--- src/rtl/exc_seq_pkg.sv ---
package exc_seq_pkg;
  typedef enum logic [4:0] {
    MODE_USR = 5'h10, MODE_FIQ = 5'h11, MODE_IRQ = 5'h12, MODE_SVC = 5'h13,
    MODE_ABT = 5'h17, MODE_UND = 5'h1B, MODE_SYS = 5'h1F
  } mode_e;

  // encoding is the vector slot index (offset = index * 4)
  typedef enum logic [2:0] {
    EXC_RST = 3'd0, EXC_UND = 3'd1, EXC_SWI = 3'd2, EXC_PABT = 3'd3,
    EXC_DABT = 3'd4, EXC_RSVD = 3'd5, EXC_IRQ = 3'd6, EXC_FIQ = 3'd7
  } exc_e;

  localparam int NEXC   = 8;
  localparam int NPRIO  = 7;
  localparam int NBANK  = 5;
  localparam int BANK_W = $clog2(NBANK);
  localparam logic [BANK_W-1:0] BANK_NONE = '1;

  // highest priority first
  localparam exc_e PRIO [NPRIO] = '{EXC_RST, EXC_DABT, EXC_FIQ, EXC_IRQ,
                                    EXC_PABT, EXC_UND, EXC_SWI};

  function automatic logic [BANK_W-1:0] bank_idx(input logic [4:0] m);
    case (m)
      MODE_FIQ: bank_idx = BANK_W'(0);
      MODE_IRQ: bank_idx = BANK_W'(1);
      MODE_SVC: bank_idx = BANK_W'(2);
      MODE_ABT: bank_idx = BANK_W'(3);
      MODE_UND: bank_idx = BANK_W'(4);
      default:  bank_idx = BANK_NONE;
    endcase
  endfunction

  function automatic mode_e exc_mode(input exc_e e);
    case (e)
      EXC_UND:           exc_mode = MODE_UND;
      EXC_PABT, EXC_DABT: exc_mode = MODE_ABT;
      EXC_IRQ:           exc_mode = MODE_IRQ;
      EXC_FIQ:           exc_mode = MODE_FIQ;
      default:           exc_mode = MODE_SVC;
    endcase
  endfunction
endpackage

--- src/rtl/exc_arb.sv ---
module exc_arb
  import exc_seq_pkg::*;
(
  input  logic [NEXC-1:0] req_i,
  input  logic            irq_mask_i,
  input  logic            fiq_mask_i,
  input  logic            ret_i,
  input  logic            block_i,
  output logic            take_o,
  output logic            ret_o,
  output exc_e            exc_o
);
  logic [NEXC-1:0] live;

  always_comb begin
    live = req_i;
    live[EXC_IRQ]  = req_i[EXC_IRQ] & ~irq_mask_i;
    live[EXC_FIQ]  = req_i[EXC_FIQ] & ~fiq_mask_i;
    live[EXC_RSVD] = 1'b0;
    if (block_i) live = '0;
  end

  // walk lowest to highest so the highest live request wins
  always_comb begin
    take_o = 1'b0;
    exc_o  = EXC_RST;
    for (int k = NPRIO - 1; k >= 0; k--) begin
      if (live[PRIO[k]]) begin
        take_o = 1'b1;
        exc_o  = PRIO[k];
      end
    end
    ret_o = ret_i & ~block_i & ~take_o;
  end
endmodule

--- src/rtl/exc_bank.sv ---
module exc_bank #(
  parameter int DATA_W = 32,
  parameter int NBANK  = 5,
  parameter int IDX_W  = $clog2(NBANK)
) (
  input  logic              clk_i,
  input  logic              rst_ni,
  input  logic              wr_i,
  input  logic [IDX_W-1:0]  wr_idx_i,
  input  logic [DATA_W-1:0] spsr_wd_i,
  input  logic [DATA_W-1:0] lr_wd_i,
  input  logic [IDX_W-1:0]  rd_idx_i,
  output logic [DATA_W-1:0] spsr_rd_o,
  output logic [DATA_W-1:0] lr_rd_o
);
  logic [DATA_W-1:0] spsr_q [NBANK];
  logic [DATA_W-1:0] lr_q   [NBANK];

  for (genvar g = 0; g < NBANK; g++) begin : g_slot
    always_ff @(posedge clk_i or negedge rst_ni) begin
      if (!rst_ni) begin
        spsr_q[g] <= '0;
        lr_q[g]   <= '0;
      end else if (wr_i && wr_idx_i == IDX_W'(g)) begin
        spsr_q[g] <= spsr_wd_i;
        lr_q[g]   <= lr_wd_i;
      end
    end
  end

  assign spsr_rd_o = spsr_q[rd_idx_i];
  assign lr_rd_o   = lr_q[rd_idx_i];


  bank_write_chk: assert property (@(posedge clk_i) disable iff (!rst_ni)
    wr_i |=> spsr_q[$past(wr_idx_i)] == $past(spsr_wd_i));

  link_write_chk: assert property (@(posedge clk_i) disable iff (!rst_ni)
    wr_i |=> lr_q[$past(wr_idx_i)] == $past(lr_wd_i));
endmodule

--- src/rtl/exc_seq.sv ---
module exc_seq
  import exc_seq_pkg::*;
#(
  parameter int                 DATA_W  = 32,
  parameter logic [DATA_W-1:0]  LO_BASE = 32'h0000_0000,
  parameter logic [DATA_W-1:0]  HI_BASE = 32'hFFFF_0000
) (
  input  logic              clk_i,
  input  logic              rst_ni,
  input  logic              rst_req_i,
  input  logic              und_req_i,
  input  logic              swi_req_i,
  input  logic              pabt_req_i,
  input  logic              dabt_req_i,
  input  logic              irq_req_i,
  input  logic              fiq_req_i,
  input  logic              ret_req_i,
  input  logic              hivec_i,
  input  logic [DATA_W-1:0] pc_i,
  input  logic [DATA_W-1:0] psr_i,
  output logic [DATA_W-1:0] pc_o,
  output logic [DATA_W-1:0] psr_o,
  output logic              redirect_o
);
  localparam int FLAG_I = 7;
  localparam int FLAG_F = 6;
  localparam int FLAG_T = 5;
  localparam logic [DATA_W-1:0] RST_PSR =
    {{(DATA_W-8){1'b0}}, 1'b1, 1'b1, 1'b0, MODE_SVC};

  logic [NEXC-1:0]   req_vec;
  logic              take_entry, take_ret, ret_ok;
  exc_e              sel_exc;
  mode_e             tgt_mode;
  logic [BANK_W-1:0] cur_bank, tgt_bank;
  logic [DATA_W-1:0] entry_psr, vec_addr, spsr_rd, lr_rd;
  logic [DATA_W-1:0] pc_q, psr_q;
  logic              redirect_q;

  always_comb begin
    req_vec           = '0;
    req_vec[EXC_RST]  = rst_req_i;
    req_vec[EXC_UND]  = und_req_i;
    req_vec[EXC_SWI]  = swi_req_i;
    req_vec[EXC_PABT] = pabt_req_i;
    req_vec[EXC_DABT] = dabt_req_i;
    req_vec[EXC_IRQ]  = irq_req_i;
    req_vec[EXC_FIQ]  = fiq_req_i;
  end

  assign cur_bank = bank_idx(psr_i[4:0]);
  assign ret_ok   = cur_bank != BANK_NONE;

  exc_arb i_arb (
    .req_i      (req_vec),
    .irq_mask_i (psr_i[FLAG_I]),
    .fiq_mask_i (psr_i[FLAG_F]),
    .ret_i      (ret_req_i & ret_ok),
    .block_i    (redirect_q),
    .take_o     (take_entry),
    .ret_o      (take_ret),
    .exc_o      (sel_exc)
  );

  assign tgt_mode = exc_mode(sel_exc);
  assign tgt_bank = bank_idx(tgt_mode);

  always_comb begin
    entry_psr         = psr_i;
    entry_psr[FLAG_T] = 1'b0;
    entry_psr[FLAG_I] = 1'b1;
    if (sel_exc == EXC_RST || sel_exc == EXC_FIQ) entry_psr[FLAG_F] = 1'b1;
    entry_psr[4:0]    = tgt_mode;
  end

  assign vec_addr = (hivec_i ? HI_BASE : LO_BASE) | DATA_W'({sel_exc, 2'b00});

  exc_bank #(.DATA_W(DATA_W), .NBANK(NBANK), .IDX_W(BANK_W)) i_bank (
    .clk_i     (clk_i),
    .rst_ni    (rst_ni),
    .wr_i      (take_entry),
    .wr_idx_i  (tgt_bank),
    .spsr_wd_i (psr_i),
    .lr_wd_i   (pc_i),
    .rd_idx_i  (cur_bank),
    .spsr_rd_o (spsr_rd),
    .lr_rd_o   (lr_rd)
  );

  always_ff @(posedge clk_i or negedge rst_ni) begin
    if (!rst_ni) begin
      pc_q       <= LO_BASE;
      psr_q      <= RST_PSR;
      redirect_q <= 1'b0;
    end else begin
      redirect_q <= take_entry | take_ret;
      if (take_entry) begin
        pc_q  <= vec_addr;
        psr_q <= entry_psr;
      end else if (take_ret) begin
        pc_q  <= lr_rd;
        psr_q <= spsr_rd;
      end
    end
  end

  assign pc_o       = pc_q;
  assign psr_o      = psr_q;
  assign redirect_o = redirect_q;


  redirect_pulse_chk: assert property (@(posedge clk_i) disable iff (!rst_ni)
    redirect_o |=> !redirect_o);

  entry_psr_chk: assert property (@(posedge clk_i) disable iff (!rst_ni)
    take_entry |=> redirect_o && !psr_o[FLAG_T] && psr_o[FLAG_I]);

  hivec_chk: assert property (@(posedge clk_i) disable iff (!rst_ni)
    take_entry && hivec_i |=> pc_o[DATA_W-1:16] == HI_BASE[DATA_W-1:16]);

  irq_mask_chk: assert property (@(posedge clk_i) disable iff (!rst_ni)
    irq_req_i && psr_i[FLAG_I] && !rst_req_i && !und_req_i && !swi_req_i &&
    !pabt_req_i && !dabt_req_i && !fiq_req_i && !ret_req_i |=> !redirect_o);

  ret_nobank_chk: assert property (@(posedge clk_i) disable iff (!rst_ni)
    ret_req_i && !ret_ok && !rst_req_i && !und_req_i && !swi_req_i &&
    !pabt_req_i && !dabt_req_i && !irq_req_i && !fiq_req_i
    |=> !redirect_o && $stable(pc_o) && $stable(psr_o));
endmodule

--- config.mk ---
export PLATFORM = sky130hd
export DESIGN_NAME = exc_seq
export DESIGN_NICKNAME = d
export VERILOG_FILES = /design/src/rtl/exc_seq_pkg.sv /design/src/rtl/exc_arb.sv /design/src/rtl/exc_bank.sv /design/src/rtl/exc_seq.sv
export SDC_FILE = /design/constraint.sdc
export NUM_CORES = 1
export LEC_CHECK = 0
export ABC_AREA = 1
export BUFFER_PORTS_ARGS = -buffer_cell sky130_fd_sc_hd__buf_2
export CELL_PAD_IN_SITES_DETAIL_PLACEMENT = 1
export CELL_PAD_IN_SITES_GLOBAL_PLACEMENT = 1
export CORE_MARGIN = 2
export CORE_UTILIZATION = 45
export DETAILED_ROUTE_END_ITERATION = 12
export PLACE_DENSITY_LB_ADDON = 0.1
export SLEW_MARGIN = 20
export SYNTH_ARGS = -nofsm -noshare
export SYNTH_HDL_FRONTEND = slang
export SYNTH_SLANG_ARGS = --single-unit
--- constraint.sdc ---
create_clock -name clk_i -period 2 [get_ports clk_i]
set_input_delay 0.2 -clock clk_i [delete_from_list [all_inputs] [get_ports clk_i]]
set_output_delay 0.2 -clock clk_i [all_outputs]
set_load 0.02 [all_outputs]
==> metrics <==
die width around 200 µm; final hold violations 0; die area a little under 0.04 mm²; fin worst setup slack between 100 and 150 ps; Final Skew approximately 14 ps; via count ~15,000; Final setup viols 0; Final Cycle Share 0.9377; Warnings, synthesis 0; Mapped Avg Cell Area 8.298 µm²; cell mode on critical path nand2_1; DRT iter0 DRCs approximately 760; IO Count 140; Routed Antenna Nets 0; slowest CP cell dlygate4sd3_1; ys flop type dfrtp_1; sequential area share after synthesis 0.5651; crit path DAT 2360 ps; Skew-Pair Late Insertion Delay about 560 ps; ys async rst share 1.000; Syn Inst Count between 2,000 and 2,500; Max-slew headroom 0.5580; Syn Nets between 2,000 and 2,500; nets between 2,000 and 2,500; Hold Path Sink i_bank.spsr_q[154]; EDFF count, synth 0; worst path cell trace dlygate4sd3_1, buf_2, inv_2, nand2_1, nand2_1, o21a_1, nand2_1, o21ai_4, buf_12, buf_12, nand2_1, o21ai_1; Synth top area share 0.5574; Worst Setup End Kind register; Post-Place Worst Slack -30.72 ps; Fmax between 500 and 600 MHz; max_cap viols 0; RSZ-0062 raised after global routing no; die height around 200 µm; switching power 7.327 mW; crit path kind primary input to register; initial antenna violation count 4; Yosys reg bits slightly below 400; count leader, synth nand2_1; fin cells 2,767; Final Critical Period roughly 1900 ps; hold_ws 7.846 ps; VDD IR max 0.7422 mV; dominant cells by area after synthesis dfrtp_1 (56%), nand2_1 (16%), o21ai_0 (8.2%), nand3_1 (4.0%), a21oi_1 (3.1%); Initial Utilization 0.4551; CTS tree done; routability cong. 0.7938; Detailed Routing Iterations Pass 1 5; max incr delay on CP between 500 and 600 ps; CTS sink cnt slightly below 400; WP data required around 2500 ps; Sum Neg Setup Slack 0 ps; hold crit path type primary input to register; largest net degree at the start of global routing 118; Comb power frac 0.193; hold_sp psr_i[26]; power share of the sequential group 0.465; first-pass GRT wire length 86,420 µm; sw frac 0.3013; Internal 16.99 mW; # rows slightly above 70; reg-to-reg startpoint redirect_o; cell depth of the worst hold path 3; H-tree Lvls 2; Layout area overhead 22.19%; Worst R2R Path Depth 9; Worst-path clk slew ~60 ps; Num CTS Buffers 44; share of layout cells above drive strength 1 0.1460; Total Power between 20 and 25 mW; synthesized area ~0.017 mm²; Slew @ Worst Pin around 660 ps; clock root buffer clkbuf_16; final count of pins violating max slew 0; vias in the first global route about 16,000; Core Region between 0.03 and 0.04 mm²; Total Wirelength 52,920 µm; Clock power frac 0.342; DRC viols 0; GRT Overall Usage 0.2786; hpwl dp about 32,000 µm; CP max FO 17; Leakage 10.04 nW; CP startpoint kind primary input; R2R setup slack approximately 200 ps; FF-to-FF End i_bank.lr_q[51]; Power per Cell Area approximately 1200 mW/mm²; Longest Clk Path Bufs 3; most frequent cells after synthesis nand2_1 (722), dfrtp_1 (380), o21ai_0 (281), nand3_1 (135), a21oi_1 (106); GRT overflow 0; cell taking the most area after synthesis dfrtp_1; PortBufs 139; post-synth cell types 32; status finished, final reports clean; Vias per Instance between 5 and 6; Placed Cells approximately 2,600; WL/cell between 15 and 20 µm
-- what timing repair did --
item	4_1_cts	5_1_grt
gates resized for setup	0	6
buffers inserted	0	3
endpoints found under the hold margin	545	0
hold buffers	53	0
setup endpoints to repair	0	18
-- cell families (layout without fill, tap and decap cells) --
logic type	count (synthesis)	in the layout	synth area share
flops	385	385	0.5651
simple gates	895	895	0.2126
other cells	0	2	0
compound gates	528	528	0.1603
buf+inv	248	446	0.06197
-- routing by layer --
| metal | GRT usage | vias to the layer above | part of all wire |
|---|---|---|---|
| li1 | - | 7055 | - |
| met1 | 0.3682 | 7522 | 0.45 |
| met2 | 0.4807 | 227 | 0.49 |
| met3 | 0.04849 | 74 | 0.039 |
| met4 | 0.06108 | 6 | 0.017 |
| met5 | 0 | - | 0.00068 |
-- state kept, by name, indices dropped and copies added (netlist names) --
name,cells
redirect_o,1
psr_o,32
pc_o,32
i_bank.spsr_q,160
i_bank.lr_q,160
-- how the worst max path moves through the flow --
stage / from / to / slack [ps] / depth (start not counted)
global route: psr_i[3] / psr_o[6] / 2 / 16
CTS: psr_i[3] / psr_o[6] / 40 / 16
floorplan: redirect_o / i_bank.lr_q[121] / 220 / 11
global placement: psr_i[2] / psr_o[6] / 20 / 15
detailed placement: psr_i[2] / psr_o[6] / -30 / 15
finish: psr_i[7] / i_bank.lr_q[51] / 120 / 12
-- per-stage QoR --
stage,util,cell area [µm²]
floorplan,-,17060
global placement,0.5005,18760
detailed placement,0.5005,18760
CTS,0.5548,20800
global route,0.5559,20840
finish,0.5560,20850
-- power groups by stage --
stage	sequential, mW	clock, mW	combinational, mW
6_report	11.3	8.31	4.70
5_1_grt	11.6	8.79	5.44
4_1_cts	11.3	8.48	4.75
3_5_place_dp	11.4	0	4.61
3_3_place_gp	11.3	0	4.36
2_1_floorplan	11.2	0	2.96
-- cell usage in the layout (no fill, tap or decap), drive strengths merged, types with 2 or more instances in the layout --
cell type,count
nand3,137
nand4,2
clkinv,9
o21ai,373
o22ai,44
clkbuf,66
dfrtp,380
clkinvlp,2
buf,210
bufinv,3
a21oi,106
inv,103
dlygate4sd3,53
diode,2
nor2,26
dfstp,5
nand2,727
-- final cells by class --
type / count / area [µm²]
clock inverters: 13 / 148.9
diodes: 2 / 5.005
inverters: 104 / 399.1
flip-flops and latches: 385 / 9641
fillers: 4522 / 16640
well taps: 511 / 639.4
multi-input cells: 1423 / 6421
repair buffers: 263 / 2236
clock buffers: 66 / 1355
-- worst max-delay path, delay by kind of cell --
| kind | cells | cell delay [ps] |
|---|---|---|
| AND/OR/NAND/NOR | 4 | 530 |
| buffers and inverters | 5 | 1100 |
| AO/OA/AOI/OAI | 3 | 530 |
Note: power is estimated with default switching activity, not from simulation.
